File: src/rtl/pic_pkg.sv
package pic_pkg;
  typedef enum logic [1:0] {
    INIT_DONE = 2'd0,
    INIT_BASE = 2'd1,
    INIT_CASC = 2'd2,
    INIT_MODE = 2'd3
  } init_st_t;

  localparam logic [2:0] OP_EOI_ANY = 3'b001;
  localparam logic [2:0] OP_EOI_ONE = 3'b011;
  localparam logic [2:0] OP_EOI_ROT = 3'b101;
  localparam logic [2:0] OP_SET_LOW = 3'b110;
endpackage

File: src/rtl/pic_pick.sv
// Finds the highest-priority set bit under a rotating priority order.
// N must be a power of two so the index wraps naturally.
module pic_pick #(
  parameter int N  = 8,
  parameter int IW = $clog2(N)
) (
  input  logic [N-1:0]  bits,
  input  logic [IW-1:0] lowest,
  output logic          found,
  output logic [IW-1:0] idx,
  output logic [IW-1:0] rank
);
  always_comb begin
    logic [IW-1:0] p;
    found = 1'b0;
    idx   = '0;
    rank  = '0;
    p     = '0;
    for (int r = N - 1; r >= 0; r--) begin
      p = lowest + IW'(1) + IW'(r);
      if (bits[p]) begin
        found = 1'b1;
        idx   = p;
        rank  = IW'(r);
      end
    end
  end
endmodule

File: src/rtl/pic_irr.sv
// Request capture: edge latch or level follower.
module pic_irr #(
  parameter int N = 8
) (
  input  logic         clk,
  input  logic         rst_n,
  input  logic         level_mode,
  input  logic         restart,
  input  logic [N-1:0] clr,
  input  logic [N-1:0] irq,
  output logic [N-1:0] irr
);
  logic [N-1:0] prev_q, irr_q, irr_d;

  always_comb begin
    if (level_mode) irr_d = irq;
    else            irr_d = (irr_q | (irq & ~prev_q)) & ~clr;
    if (restart)    irr_d = '0;
  end

  always_ff @(posedge clk or negedge rst_n) begin
    if (!rst_n) begin
      prev_q <= '0;
      irr_q  <= '0;
    end else begin
      prev_q <= irq;
      irr_q  <= irr_d;
    end
  end

  assign irr = irr_q;
endmodule

File: src/rtl/pic_regs.sv
// Init sequencer, mask, in-service register and priority state.
module pic_regs
  import pic_pkg::*;
#(
  parameter int N  = 8,
  parameter int IW = $clog2(N)
) (
  input  logic          clk,
  input  logic          rst_n,
  input  logic          wr_en,
  input  logic          addr,
  input  logic [7:0]    wr_data,
  input  logic          grant,
  input  logic [IW-1:0] win_idx,
  input  logic          top_found,
  input  logic [IW-1:0] top_idx,
  output logic [N-1:0]  mask,
  output logic [N-1:0]  isr,
  output logic [7:0]    base,
  output logic [IW-1:0] casc_sel,
  output logic          level_mode,
  output logic          auto_eoi,
  output logic [IW-1:0] lowest,
  output logic          read_isr,
  output logic          ready,
  output logic          restart
);
  init_st_t      st_q, st_d;
  logic [N-1:0]  mask_q, mask_d, isr_q, isr_d;
  logic [7:0]    base_q, base_d;
  logic [IW-1:0] casc_q, casc_d, low_q, low_d;
  logic          ltim_q, ltim_d, ic4_q, ic4_d, aeoi_q, aeoi_d, ris_q, ris_d;
  logic          cmd_init, cmd_op2, cmd_op3, dat_wr, upd;

  assign ready    = (st_q == INIT_DONE);
  assign cmd_init = wr_en && !addr && wr_data[4];
  assign cmd_op2  = wr_en && !addr && !wr_data[4] && !wr_data[3] && ready;
  assign cmd_op3  = wr_en && !addr && !wr_data[4] && wr_data[3];
  assign dat_wr   = wr_en && addr;
  assign upd      = wr_en | grant;
  assign restart  = cmd_init;

  always_comb begin
    st_d = st_q;   mask_d = mask_q; isr_d = isr_q; base_d = base_q;
    casc_d = casc_q; low_d = low_q; ltim_d = ltim_q; ic4_d = ic4_q;
    aeoi_d = aeoi_q; ris_d = ris_q;
    if (grant && !aeoi_q) isr_d[win_idx] = 1'b1;
    if (cmd_op2) begin
      unique case (wr_data[7:5])
        OP_EOI_ANY: if (top_found) isr_d[top_idx] = 1'b0;
        OP_EOI_ONE: isr_d[wr_data[IW-1:0]] = 1'b0;
        OP_EOI_ROT: if (top_found) begin
          isr_d[top_idx] = 1'b0;
          low_d          = top_idx;
        end
        OP_SET_LOW: low_d = wr_data[IW-1:0];
        default: ;
      endcase
    end
    if (cmd_op3 && wr_data[1]) ris_d = wr_data[0];
    if (dat_wr) begin
      unique case (st_q)
        INIT_DONE: mask_d = wr_data[N-1:0];
        INIT_BASE: begin base_d = wr_data; st_d = INIT_CASC; end
        INIT_CASC: begin
          casc_d = wr_data[IW-1:0];
          st_d   = ic4_q ? INIT_MODE : INIT_DONE;
        end
        INIT_MODE: begin aeoi_d = wr_data[1]; st_d = INIT_DONE; end
        default: ;
      endcase
    end
    if (cmd_init) begin
      st_d   = INIT_BASE;
      ltim_d = wr_data[3];
      ic4_d  = wr_data[0];
      isr_d  = '0;
      low_d  = IW'(N - 1);
      ris_d  = 1'b0;
      aeoi_d = 1'b0;
    end
  end

  always_ff @(posedge clk or negedge rst_n) begin
    if (!rst_n) begin
      st_q <= INIT_DONE; mask_q <= '1; isr_q <= '0; base_q <= '0;
      casc_q <= '0; low_q <= IW'(N - 1); ltim_q <= 1'b0; ic4_q <= 1'b0;
      aeoi_q <= 1'b0; ris_q <= 1'b0;
    end else if (upd) begin
      st_q <= st_d; mask_q <= mask_d; isr_q <= isr_d; base_q <= base_d;
      casc_q <= casc_d; low_q <= low_d; ltim_q <= ltim_d; ic4_q <= ic4_d;
      aeoi_q <= aeoi_d; ris_q <= ris_d;
    end
  end

  assign mask       = mask_q;
  assign isr        = isr_q;
  assign base       = base_q;
  assign casc_sel   = casc_q;
  assign level_mode = ltim_q;
  assign auto_eoi   = aeoi_q;
  assign lowest     = low_q;
  assign read_isr   = ris_q;
endmodule

File: src/rtl/pic_ctrl.sv
module pic_ctrl #(
  parameter  int N  = 8,
  localparam int IW = $clog2(N)
) (
  input  logic          clk,
  input  logic          rst_n,
  input  logic          wr_en,
  input  logic          addr,
  input  logic [7:0]    wr_data,
  output logic [7:0]    rd_data,
  input  logic [N-1:0]  irq,
  input  logic          is_slave,
  input  logic [IW-1:0] casc_id,
  input  logic          ack,
  output logic          int_out,
  output logic [7:0]    vec_out,
  output logic          vec_valid
);
  logic [N-1:0]  irr_w, isr_w, mask_w, req_w, clr_w;
  logic [7:0]    base_w, vec_d;
  logic [IW-1:0] casc_w, low_w, win_idx, win_rank, top_idx, top_rank;
  logic          ltim_w, aeoi_w, ris_w, ready_w, restart_w;
  logic          win_found, top_found, ack_ok, grant;
  logic [7:0]    vec_q;
  logic          vvld_q;

  assign req_w   = irr_w & ~mask_w;
  assign int_out = ready_w && win_found && (!top_found || (win_rank < top_rank));
  assign ack_ok  = ack && ready_w && (!is_slave || (casc_id == casc_w));
  assign grant   = ack_ok && int_out;
  assign clr_w   = grant ? (N'(1) << win_idx) : '0;
  assign vec_d   = base_w + 8'(grant ? win_idx : IW'(N - 1));
  assign rd_data = addr ? 8'(mask_w) : (ris_w ? 8'(isr_w) : 8'(irr_w));

  pic_irr #(.N(N)) u_irr (
    .clk(clk), .rst_n(rst_n), .level_mode(ltim_w), .restart(restart_w),
    .clr(clr_w), .irq(irq), .irr(irr_w)
  );

  pic_pick #(.N(N), .IW(IW)) u_pick_req (
    .bits(req_w), .lowest(low_w), .found(win_found), .idx(win_idx), .rank(win_rank)
  );

  pic_pick #(.N(N), .IW(IW)) u_pick_isr (
    .bits(isr_w), .lowest(low_w), .found(top_found), .idx(top_idx), .rank(top_rank)
  );

  pic_regs #(.N(N), .IW(IW)) u_regs (
    .clk(clk), .rst_n(rst_n), .wr_en(wr_en), .addr(addr), .wr_data(wr_data),
    .grant(grant), .win_idx(win_idx), .top_found(top_found), .top_idx(top_idx),
    .mask(mask_w), .isr(isr_w), .base(base_w), .casc_sel(casc_w),
    .level_mode(ltim_w), .auto_eoi(aeoi_w), .lowest(low_w), .read_isr(ris_w),
    .ready(ready_w), .restart(restart_w)
  );

  always_ff @(posedge clk or negedge rst_n) begin
    if (!rst_n) begin
      vvld_q <= 1'b0;
      vec_q  <= '0;
    end else begin
      vvld_q <= ack_ok;
      if (ack_ok) vec_q <= vec_d;
    end
  end

  assign vec_out   = vec_q;
  assign vec_valid = vvld_q;
endmodule

File: config.mk
export PLATFORM = sky130hd
export DESIGN_NAME = pic_ctrl
export DESIGN_NICKNAME = d
export VERILOG_FILES = /design/src/rtl/pic_pkg.sv /design/src/rtl/pic_pick.sv /design/src/rtl/pic_irr.sv /design/src/rtl/pic_regs.sv /design/src/rtl/pic_ctrl.sv
export SDC_FILE = /design/constraint.sdc
export NUM_CORES = 1
export LEC_CHECK = 0
export ABC_CLOCK_PERIOD_IN_PS = 6550
export BUFFER_PORTS_ARGS = -buffer_cell sky130_fd_sc_hd__buf_2
export CAP_MARGIN = 20
export CORE_MARGIN = 2
export CORE_UTILIZATION = 45
export DETAILED_ROUTE_END_ITERATION = 10
export GPL_ROUTABILITY_DRIVEN = 0
export SETUP_SLACK_MARGIN = 0.02
export SLEW_MARGIN = 20
export SYNTH_ARGS = -nofsm -noshare
export SYNTH_HDL_FRONTEND = slang
export SYNTH_HIERARCHICAL = 1
export SYNTH_SLANG_ARGS = --single-unit
export TNS_END_PERCENT = 20
File: constraint.sdc
create_clock -name clk -period 6.55 [get_ports clk]
set_input_delay 0.655 -clock clk [delete_from_list [all_inputs] [get_ports clk]]
set_output_delay 0.655 -clock clk [all_outputs]
set_load 0.005 [all_outputs]
==> flow_results.org, run 1 <==
** Die
- Die X :: 116 µm
- 43 I/O pins were placed.
- Initial Util :: 0.466
- The floorplan step set the die height to 116 µm.
- The floorplan has 40 rows.
- In this run the standard cell core region covers 12100 µm².
- Die Footprint :: 13500 µm²

** CTS
- TritonCTS built the clock tree.
- Depth of the CTS H-tree :: 3
- Clock-pin slew was measured on the worst setup and hold paths at 0.06 ns.
- Counting along the longest clock path gives a buffer depth of 2.
- Post-CTS Setup Repair Bufs :: 0
- Clk Latency, worst-skew pair :: 0.34 ns
- Num CTS Buffers :: 9
- Clock tree synthesis selected as its root buffer the cell sky130_fd_sc_hd__clkbuf_16.
- The number of hold buffers added after CTS was 0.
- # resized after CTS :: 0
- The tree built by TritonCTS fans out to 61 sinks.

** Yosys
- The complex-gate fraction of the synthesized area was 0.211.
- Of the total synthesized cell area, the portion taken by full adders, half adders and majority gates is 0.0235.
- Counting flops with an async set or reset pin after synthesis yields a share of 1.00.
- Mapped Cells :: 570
- Library cell with the largest summed area after synthesis :: sky130_fd_sc_hd__dfrtp_1
- After synthesis, the largest family of logic cells by area is multiplexers.
- Synthesis-stage register bit count :: 61
- Of the synthesized area, sequential elements account for 0.273.
- Ranking of synthesized cells by area :: sky130_fd_sc_hd__dfrtp_1 22%, sky130_fd_sc_hd__mux2_2 8.4%, sky130_fd_sc_hd__mux4_2 7.2%
- Total standard cell area after synthesis :: 5650 µm²
- Post-Syn Area per Cell :: 9.91 µm²
- Post-synth EDFFs :: 0
- The share of synthesized area in the top cell type comes to 0.221.
- Of the total synthesized cell area, the portion taken by XOR and XNOR cells is 0.0365.
- When the netlist entered floorplanning its net count stood at 605.
- The netlist uses 77 different library cells.
- Post-synthesis mux area share :: 0.226
- Number of warning messages in the yosys log :: 6
- Among all flip-flop cells after synthesis, the most frequent one is sky130_fd_sc_hd__dfrtp_1.
- Post-Synth Simple-Gate Area :: 0.170

** Pwr
- Logic pwr share :: 0.637
- For this design the total switching power over the nets is 1.43 mW.
- In this run the power density over the cells is 494 nW/µm².
- Share of total power in the clock network :: 0.146
- Flop pwr share :: 0.217
- Leak :: 2.56 nW
- Int Power :: 1.62 mW
- Worst VDD drop :: 0.237 mV
- Switching part of the total power :: 0.469

** STA
- For the pin with the worst max-slew slack, the measured transition is 1.11 ns.
- Total negative slack for setup checks :: 0 ns
- Of the available clock period, the critical path in the final layout requires 0.904.
- Relative slew margins :: 0.259
- RSZ-0062 raised after global routing :: false
- Final Max Tran Viols :: 0
- The total count of hold-check failures in the final report came to 0.
- Min Tclk post-route :: 5.92 ns
- Worst Clk Skew :: 0.00745 ns
- Derived from the worst setup path, the maximum achievable clock frequency is 169 MHz.
- Final setup violation count :: 0

** Setup path
- Crit path kind :: reg2reg
- Of all nets on the critical path, the largest fanout is 24.
- At the worst endpoint, the required time is 6.81 ns.
- STA puts the critical path data arrival time at 6.18 ns.
- Critical path endpoint category :: register
- Crit start category :: register

** Status
- The run finished with clean final reports.

** Route
- After detailed routing, the average wire length per cell comes to 19.0 µm.
- After detailed routing, the number of remaining DRC violations is 0.
- Final wirelength :: 14500 µm
- Via total after detailed routing :: 4718
- In the routed layout, each cell is associated on average with a via count of 6.18.
- For this block, the initial DRC count from the detailed router was 424.
- Number of detailed-route iterations in the first pass :: 5
- The count of nets left with antenna violations once routing finished came out at 0.

** Final layout
- Area Overhead vs Synth :: 9.41%
- The finished layout holds 763 standard cells, fillers aside.
- Counting the fill cells in the layout gives 1145.
- Antenna diode count :: 0
- Leaving out fill and tap cells, the most frequent cell in the layout is sky130_fd_sc_hd__dfrtp_1.
- After the last flow step, the layout net total stands at 625.
- Layout cells sized above 1 :: 0.281
- Commonest non-fill, non-tap cells in the layout :: 50 x sky130_fd_sc_hd__dfrtp_1, 42 x sky130_fd_sc_hd__mux2_2, 42 x sky130_fd_sc_hd__buf_2

** Run
- Number of maximum-capacitance violations :: 0

** Placed design
- Number of port buffers :: 42
- In this run, placement finished with an instance count of 747.
- Once detailed placement completed, the half-perimeter wirelength came to 10600 µm.

** GRT
- Entering global routing, the biggest net connects 62 pins.
- Global routing finished with a remaining overflow of 0.
- Overall track demand over capacity in global routing :: 0.228
- The number of global-route vias before repair was 4590.
- The number of antenna violations at the first check in global routing came to 0.
- The first global-routing pass estimated 24100 µm of wire.

** Min path
- Path type of the worst min-delay path :: in2reg
==> routing by layer <==
metal,vias up,global-route usage,wire length (µm)
met2,119,0.376,6980
met3,19,0.0356,557
met5,-,0,0
met4,0,0.0706,238
met1,2331,0.312,6700
li1,2249,-,-
==> final cells by class <==
type | instances | area (µm²) | area share
timing repair buffer | 51 | 278 | 0.0449
multi-input combinational | 443 | 3780 | 0.611
clock inverter | 7 | 60.1 | 0.00972
sequential | 61 | 1540 | 0.249
inverter | 24 | 90.1 | 0.0146
tap | 168 | 210 | 0.0340
clock buffer | 9 | 225 | 0.0364
==> path summary, 6_finish.rpt <==
kind	start	endpoint	slack, ns	cells past startpoint
max in group asynchronous	rst_n	u_regs/isr[0]	5.56	2
setup reg to reg	u_regs/lowest[0]	vec_out[6]	0.63	17
hold / removal	irq[4]	u_irr/prev_q[4]	0.45	1
min in group asynchronous	rst_n	vec_out[0]	0.47	2
hold reg to reg	vec_out[0]	vec_out[0]	0.50	1
setup / recovery	u_regs/lowest[0]	vec_out[6]	0.63	17
==> synthesized netlist by cell type, types with 7 or more instances <==
library cell	number
sky130_fd_sc_hd__a211oi_1	20
sky130_fd_sc_hd__a21oi_1	31
sky130_fd_sc_hd__a22oi_1	14
sky130_fd_sc_hd__buf_2	14
sky130_fd_sc_hd__buf_6	7
sky130_fd_sc_hd__clkbuf_1	13
sky130_fd_sc_hd__dfrtp_1	50
sky130_fd_sc_hd__dfstp_2	11
sky130_fd_sc_hd__ha_1	9
sky130_fd_sc_hd__inv_1	22
sky130_fd_sc_hd__mux2_2	42
sky130_fd_sc_hd__mux2i_1	31
sky130_fd_sc_hd__mux4_2	18
sky130_fd_sc_hd__nand2_1	33
sky130_fd_sc_hd__nand3_1	11
sky130_fd_sc_hd__nand3b_1	13
sky130_fd_sc_hd__nor2_1	25
sky130_fd_sc_hd__nor2b_1	16
sky130_fd_sc_hd__nor3_1	15
sky130_fd_sc_hd__nor3b_1	11
sky130_fd_sc_hd__o21ai_0	18
sky130_fd_sc_hd__o31ai_1	10
sky130_fd_sc_hd__xnor2_1	7
==> power groups by stage <==
| stage | Combinational (mW) | Clock (mW) | Sequential (mW) |
|---|---|---|---|
| after detailed placement | 1.91 | 0 | 0.668 |
| after CTS | 1.92 | 0.457 | 0.663 |
| after floorplan | 1.50 | 0 | 0.603 |
| after global routing | 2.13 | 0.474 | 0.683 |
| final | 1.94 | 0.446 | 0.662 |
| after global placement | 1.88 | 0 | 0.664 |
==> flip-flops by register name (all words and copies together) (netlist names), 3 cells and up <==
signal	cells
u_irr/irr	8
u_irr/prev_q	8
u_regs/base	8
u_regs/casc_sel	3
u_regs/isr	8
u_regs/lowest	3
u_regs/mask	8
vec_out	8
==> kinds of logic after synthesis <==
group,count (synthesis)
mux,97
compound gates,159
flops,61
simple gates,160
fa+ha+maj,10
xor+xnor,17
buf+inv,66
==> worst max-delay path: stages, from the launching register on <==
cell,delay (ns)
sky130_fd_sc_hd__dfstp_2,0.87
sky130_fd_sc_hd__inv_1,0.21
sky130_fd_sc_hd__ha_1,0.88
sky130_fd_sc_hd__mux4_2,0.51
sky130_fd_sc_hd__mux2i_1,0.54
sky130_fd_sc_hd__nor2b_1,0.26
sky130_fd_sc_hd__o21a_1,0.14
sky130_fd_sc_hd__inv_1,0.04
sky130_fd_sc_hd__ha_1,0.26
sky130_fd_sc_hd__a21o_1,0.15
sky130_fd_sc_hd__a21o_1,0.34
sky130_fd_sc_hd__a2111o_1,0.47
sky130_fd_sc_hd__ha_1,0.21
sky130_fd_sc_hd__fa_1,0.40
sky130_fd_sc_hd__a21oi_1,0.19
sky130_fd_sc_hd__nor3b_1,0.09
sky130_fd_sc_hd__xnor2_1,0.12
sky130_fd_sc_hd__a21oi_1,0.14
==> per-stage QoR <==
step                      hold slack [ns]  setup slack [ns]  power (mW)  instance area (µm²)  utilization
after floorplan                     0.359              1.31        2.11                 5650            -
after global placement              0.487             0.826        2.54                 5890        0.486
after detailed placement            0.491             0.689        2.58                 5900        0.487
after CTS                           0.437             0.680        3.04                 6180        0.510
after global routing                0.432             0.196        3.29                 6180        0.510
final                               0.449             0.627        3.05                 6180        0.510
No activity file was read; power rests on OpenSTA's default activity.
==> inputs of run 2 (changes only) <==
Settings changed: CELL_PAD_IN_SITES_DETAIL_PLACEMENT set to 1, CELL_PAD_IN_SITES_GLOBAL_PLACEMENT set to 1, PLACE_DENSITY_LB_ADDON set to 0.1.
==> run 2 against run 1 <==
Total power rose by 5.3%. Global-route usage rose by 3.4 points. Clock skew fell by 0.0014 ns. Sequential cell count did not move. Non-clock buffer count rose by 1. Wire length rose by 16%. Clock power rose by 17%. Register-to-register slack improved by 0.05 ns. Worst hold slack got worse by 0.0039 ns. Combinational power rose by 4%. Final cell count rose by 0.13%.
==> flow_results.org, run 2 (synthesis results as in run 1) <==
** Min path
- Path type of the worst min-delay path :: in2reg

** STA
- The total negative slack for setup checks is 0 ns (unchanged).
- The final critical-path share of the clock period came to 0.897 (-0.00704).
- The number of failing setup endpoints in the final timing report is 0 (unchanged).
- Final Max Tran Viols :: 0 (unchanged)
- Minimum setup slack in the final design :: 0.673 ns (+0.0461 ns)
- Min Tclk post-route :: 5.88 ns (-0.0461 ns)
- Timing-limited maximum frequency :: 170 MHz (+0.78%)
- RSZ-0062 raised after global routing :: false
- Relative slew margins :: 0.401 (+0.142)
- Transition time of the tightest slew-check pin :: 0.893 ns (-0.219 ns)
- Final-report hold violation count :: 0 (unchanged)
- The post-route clock skew is 0.00604 ns (-0.00142 ns).

** Route
- Detailed-route DRC error count :: 0 (unchanged)
- The number of iterations in the first detailed-routing pass is 5 (unchanged).
- The initial DRC count is 393 (-7.3%).
- Detail Route Antenna Nets :: 0 (unchanged)
- The total length of routed wires is 16800 µm (+16%).
- Via total after detailed routing :: 4802 (+1.8%)
- The post-detailed-route via-to-cell ratio was 6.29 (+1.6%).
- Routed length per instance :: 22.0 µm (+16%)

** Status
- The flow ran to the end, and the final reports show no timing, DRC or antenna violations.

** Setup path
- The worst setup path is captured at a register.
- The required time of the critical path was 6.76 ns (-0.05 ns).
- Slowest-stage cell, CP :: sky130_fd_sc_hd__ha_1
- The setup path with the least slack is of type reg2reg.
- The delay contributed by the slowest stage of the critical path came to 0.91 ns (+0.03 ns).
- CP Cell Sequence :: inv_1 > ha_1 > mux4_2 > mux2i_1 > nor2b_1 > o21a_1 > inv_1 > ha_1 > a21o_1 > a21o_1 > a2111o_1 > ha_1 > fa_1 > a21oi_1 > nor3b_1 > xnor2_1 > a21oi_1
- Crit path top cell by count :: sky130_fd_sc_hd__ha_1
- The largest fanout on the critical path was 24 (unchanged).
- The worst setup path is launched from a register.
- WP data arrival :: 6.09 ns (-0.09 ns)

** CTS
- The post-CTS repair timing setup buffer count was 0 (unchanged).
- The total CTS buffers came to 9 (unchanged).
- Clock Tree Buf Depth :: 2 (unchanged)
- CTS placed an instance of sky130_fd_sc_hd__clkbuf_16 at the clock tree root.
- The clock latency on the worst-skew pair was 0.34 ns (about the same).
- The CTS sink count is 61 (unchanged).
- The number of hold buffers added after cts is 0 (unchanged).
- The number of gates resized after cts is 0 (unchanged).
- Clock transition at the registers of the reported paths :: 0.06 ns (about the same)
- TritonCTS built the clock tree.
- Depth of the CTS H-tree :: 3 (unchanged)

** Final layout
- Number of filler instances in the final layout :: 1383 (+21%)
- The net count of the finished layout was 626 (+0.16%).
- Seq. cell area :: 1540 µm² (unchanged)
- The fraction of layout instances using a drive strength above 1 was 0.282 (+0.00121).
- Antenna diode count :: 0 (unchanged)
- Most frequent standard cell in the layout excluding fill and tap cells :: sky130_fd_sc_hd__dfrtp_1
- Area of the multi-input gates :: 3770 µm² (-0.13%)
- From synthesis to final layout, the design area changed by 10.1%.
- Commonest non-fill, non-tap cells in the layout :: 50 x sky130_fd_sc_hd__dfrtp_1, 42 x sky130_fd_sc_hd__mux2_2, 42 x sky130_fd_sc_hd__buf_2
- The post-layout instance area was 6220 µm² (+0.67%).

** Pwr
- Int Power :: 1.70 mW (+5.0%)
- The net switching share of the total power is 0.471 (+0.00127).
- The clock share of power was 0.162 (+0.016).
- The part of the power in registers is 0.210 (-0.007).
- Worst VDD drop :: 0.251 mV (+6.1%)
- The leakage dissipation came to 2.58 nW (+0.67%).
- The part of the power in combinational logic came to 0.628 (-0.009).
- Switching power total :: 1.51 mW (+5.6%)
- Areal power density over the cells :: 516 nW/µm² (+4.6%)

** Placed design
- The placed standard-cell area was 5900 µm² (about the same).
- The pre-CTS setup slack was 0.786 ns (+0.0972 ns).
- Number of port buffers :: 42 (unchanged)
- HPWL after detailed placement :: 12100 µm (+14%)

** Die
- Total number of placement rows :: 40 (unchanged)
- Die H :: 116 µm (unchanged)
- The area inside the core boundary came to 12100 µm² (unchanged).
- The floorplan die width is 116 µm (unchanged).
- Die Footprint :: 13500 µm² (unchanged)
- The I/O pin count is 43 (unchanged).
- The starting utilization of the core area came to 0.466 (unchanged).

** GRT
- Overall track demand over capacity in global routing :: 0.262 (+0.0335)
- The number of antenna violations at the first check in global routing is 0 (unchanged).
- The leftover overflow at the end of global routing is 0 (unchanged).
- Wire length of the first global-routing pass :: 27300 µm (+13%)
- Largest net degree at the start of global routing :: 62 (unchanged)
- The number of global-route vias before repair came to 5024 (+9.5%).

** Run
- The number of max-cap violations is 0 (unchanged).
==> run 2: layout make-up <==
cell class	count	area share
well taps	168	0.0338
inverters	24	0.0145
clock buffers	9	0.0362
multi-input cells	443	0.606
repair buffers	52	0.0458
clock inverters	7	0.0159
flip-flops and latches	61	0.248
==> run 2: worst paths after layout <==
check	cells past startpoint	end	slack (ns)	startpoint
worst max register to register	17	vec_out[6]	0.67	u_regs/lowest[0]
max in group asynchronous	2	u_regs/isr[6]	5.54	rst_n
worst min-delay path	1	u_irr/prev_q[5]	0.45	irq[5]
worst min register to register	1	vec_out[1]	0.51	vec_out[1]
worst max-delay path	17	vec_out[6]	0.67	u_regs/lowest[0]
min in group asynchronous	2	vec_out[5]	0.49	rst_n
==> run 2: stage by stage <==
stage	std cells	total power [mW]	hold slack, ns	util
2_1_floorplan	570	2.11	0.359	-
3_3_place_gp	748	2.59	0.489	0.487
3_5_place_dp	748	2.66	0.495	0.487
4_1_cts	764	3.19	0.441	0.514
5_1_grt	764	3.44	0.442	0.514
6_report	764	3.21	0.446	0.514
==> run 2: power groups by stage <==
stage / clock [mW] / combinational, mW / sequential (mW)
after CTS: 0.526 / 1.99 / 0.675
final: 0.520 / 2.02 / 0.674
after detailed placement: 0 / 1.98 / 0.681
after floorplan: 0 / 1.50 / 0.603
after global routing: 0.542 / 2.20 / 0.694
after global placement: 0 / 1.92 / 0.673
==> run 2: routing by layer <==
layer,part of all wire,global-route usage,routed length [µm],vias to the layer above
li1,-,-,-,2249
met1,0.46,0.344,7690,2448
met2,0.50,0.459,8370,89
met3,0.031,0.0350,520,16
met4,0.012,0.0651,195,0
met5,0,0,0,-
==> run 2: worst max-delay path, delay by kind of cell (launching register included) <==
kind	cells	cell delay, ns
adder cells (fa/ha/maj)	4	1.80
buffers and inverters	2	0.21
AND/OR/NAND/NOR	2	0.38
XOR/XNOR	1	0.18
AO/OA/AOI/OAI	6	1.44
flip-flops	1	0.73
multiplexers	2	1.02
==> inputs of run 3 (changes only) <==
Settings changed: CORE_ASPECT_RATIO set to 0.7.
==> run 3 against run 2 <==
Register-to-register slack worse by 0.15 ns. Global-route usage up 0.27 points. Final cell count down 1.0%. Fmax down 2.5%. Die area about the same. Clock skew up 0.0022 ns. Clock-buffer cell count up 2. Combinational power about the same. Worst hold slack better by 0.010 ns. Largest cell class unchanged. Largest power group unchanged.
==> flow_results.org, run 3 (synthesis results as in run 1) <==
** Route
- Number of detailed-route iterations in the first pass :: 5 (unchanged)
- Starting DRT DRC Count :: 329 (-16%)
- The number of routed nets with antenna violations was 0 (unchanged).
- Via total after detailed routing :: 4974 (+3.6%)
- Via density per instance :: 6.58 (+4.7%)
- The DRC violation count after routing was 0 (unchanged).
- The total length of routed wires is 17200 µm (+2.5%).
- The average wire length per cell after detail routing is 22.7 µm (+3.6%).

** GRT
- Number of global-route vias before repair :: 4937 (-1.7%)
- Largest net degree at the start of global routing :: 62 (unchanged)
- Initial antenna violation count :: 0 (unchanged)
- Total congestion overflow after global routing :: 0 (unchanged)
- The global-route total usage across every layer was 0.265 (+0.00269).
- Wire length of the first global-routing pass :: 27600 µm (+0.93%)

** STA
- Share of the clock period used by the worst path after layout :: 0.920 (+0.0227)
- Timing-limited maximum frequency :: 166 MHz (-2.5%)
- The count of final max-slew check failures was 0 (unchanged).
- Minimum setup slack in the final design :: 0.525 ns (-0.149 ns)
- Worst hold slack :: 0.456 ns (+0.0105 ns)
- The number of failing setup endpoints in the final timing report is 0 (unchanged).
- The shortest clock period the worst path allows after layout is 6.03 ns (+0.149 ns).
- The total negative slack for setup checks came to 0 ns (unchanged).
- Setup repair after global routing left no endpoint under its margin.
- The worst slew slack as a fraction of its limit is 0.375 (-0.0260).
- Transition time of the tightest slew-check pin :: 0.932 ns (+0.0388 ns)
- Final-report hold violation count :: 0 (unchanged)
- The post-route clock skew is 0.00827 ns (+0.00223 ns).

** Die
- The die footprint was 13500 µm² (about the same).
- The area inside the core boundary was 12300 µm² (+1.9%).
- The placement row count was 34 (-15%).
- Initial Util :: 0.458 (-0.00851)
- Die X :: 138 µm (+19%)
- The die height is 97.7 µm (-16%).
- The I/O pin count was 43 (unchanged).

** Final layout
- In the layout the commonest cells are 50 x sky130_fd_sc_hd__dfrtp_1, 42 x sky130_fd_sc_hd__mux2_2, 42 x sky130_fd_sc_hd__buf_2.
- The count of antenna diodes in the layout was 0 (unchanged).
- The fraction of layout instances using a drive strength above 1 was 0.281 (-0.000734).
- Nets@finish :: 625 (-0.16%)
- Area Overhead vs Synth :: 9.57%
- Most frequent standard cell in the layout excluding fill and tap cells :: sky130_fd_sc_hd__dfrtp_1

** CTS
- The number of hold buffers added after cts was 0 (unchanged).
- # resized after CTS :: 0 (unchanged)
- Sinks on the clock net :: 61 (unchanged)
- Clk Latency, worst-skew pair :: 0.34 ns (about the same)
- TritonCTS built the clock tree.
- The post-CTS repair timing setup buffer count was 0 (unchanged).
- Depth of the CTS H-tree :: 3 (unchanged)
- Clock Tree Buf Depth :: 2 (unchanged)
- The total CTS buffers is 9 (unchanged).
- Clock transition at the registers of the reported paths :: 0.05 ns (about the same)
- In this run the clock root is driven by a sky130_fd_sc_hd__clkbuf_16.

** Placed design
- The number of I/O port buffers was 42 (unchanged).
- The half-perimeter wire length after detailed placement is 12300 µm (+1.7%).
- The pre-CTS setup slack was 0.619 ns (-0.167 ns).

** Pwr
- Areal power density over the cells :: 513 nW/µm² (-0.64%)
- Worst VDD drop :: 0.323 mV (+28%)
- The part of the power in registers was 0.215 (+0.005).
- The part of the power in combinational logic was 0.634 (+0.006).
- Leak :: 2.58 nW (about the same)
- The clock share of power is 0.151 (-0.011).
- Switching power total :: 1.51 mW (-0.37%)
- Switching part of the total power :: 0.474 (+0.00375)
- Int Power :: 1.67 mW (-1.9%)

** Setup path
- Maximum fanout along the worst path :: 24 (unchanged)
- The endpoint identified for the worst register-to-register timing path is vec_out[4].
- Crit start category :: register
- In this run the critical register-to-register path is launched from u_regs/lowest[0].
- WP data arrival :: 6.24 ns (+0.15 ns)
- The worst setup path is of the reg2reg kind.
- The number of cells on the worst reg-to-reg path was 17 (unchanged).
- R2R setup slack :: 0.52 ns (-0.15 ns)
- The worst setup path is captured at a register.
- Worst Path Required :: 6.76 ns (about the same)

** Min path
- Hold path startpoint :: irq[0]
- Path type of the worst min-delay path :: in2reg
- Number of cells on the worst hold path :: 1 (unchanged)
- Hold path endpoint :: u_irr/prev_q[0]

** Status
- Result of the run :: complete, no violations

** Run
- Number of maximum-capacitance violations :: 0 (unchanged)
## run 3: changes by cell type in the layout (fill, tap and decap cells not counted), sizes merged
cell / before / now
inv: 25 / 24
clkbuf: 9 / 11
bufinv: 2 / 1
clkinv: 0 / 2
buf: 52 / 51
clkinvlp: 4 / 1
## run 3: power by group through the flow
stage / registers [mW] / logic, mW / clock network, mW
finish: 0.682 / 2.01 / 0.479
global route: 0.703 / 2.20 / 0.510
detailed placement: 0.686 / 1.97 / 0
floorplan: 0.603 / 1.50 / 0
CTS: 0.680 / 1.99 / 0.491
global placement: 0.676 / 1.93 / 0
## run 3: how the worst max path moves through the flow
stage / cells after the start / to / start
4_1_cts: 17 / vec_out[4] / u_regs/lowest[0]
5_1_grt: 18 / vec_out[4] / u_regs/lowest[0]
6_report: 17 / vec_out[4] / u_regs/lowest[0]
3_5_place_dp: 17 / vec_out[4] / u_regs/lowest[0]
3_3_place_gp: 17 / vec_out[4] / u_regs/lowest[0]
2_1_floorplan: 20 / vec_out[6] / u_regs/lowest[0]
## run 3: metal layers
metal  up-vias  global-route usage  share of wire  wire length (µm)
li1       2242                   -              -                 -
met1      2548               0.412           0.50              8680
met2       155               0.375           0.43              7440
met3        29              0.0478          0.047               803
met4         0              0.0691          0.016               276
met5         -                   0              0                 0
## run 3: worst max-delay path, stage by stage, from the launching register on
cell and delay [ns]:
sky130_fd_sc_hd__dfstp_2 0.84, sky130_fd_sc_hd__inv_1 0.22, sky130_fd_sc_hd__ha_1 0.89, sky130_fd_sc_hd__mux4_2 0.51, sky130_fd_sc_hd__mux2i_1 0.57, sky130_fd_sc_hd__nor2b_1 0.27
sky130_fd_sc_hd__o21a_1 0.15, sky130_fd_sc_hd__inv_1 0.04, sky130_fd_sc_hd__ha_1 0.27, sky130_fd_sc_hd__a21o_1 0.15, sky130_fd_sc_hd__a21o_1 0.35, sky130_fd_sc_hd__a2111o_1 0.48
sky130_fd_sc_hd__ha_1 0.21, sky130_fd_sc_hd__fa_1 0.42, sky130_fd_sc_hd__a21oi_1 0.19, sky130_fd_sc_hd__nor2b_1 0.08, sky130_fd_sc_hd__xnor2_1 0.15, sky130_fd_sc_hd__a21oi_1 0.09
## run 3: cell type report
type	instances	area [µm²]
inverter	24	90.1
clock buffer	11	253
fill	1386	6150
clock inverter	4	47.5
sequential	61	1540
timing repair buffer	51	278
tap	162	203
multi-input combinational	443	3780
## run 3: through the flow
stage          cells  power (mW)  instance area (µm²)  utilization
2_1_floorplan    570        2.11                 5650            -
3_3_place_gp     741        2.60                 5880        0.477
3_5_place_dp     741        2.66                 5890        0.477
4_1_cts          756        3.16                 6190        0.502
5_1_grt          756        3.41                 6190        0.502
6_report         756        3.18                 6190        0.502
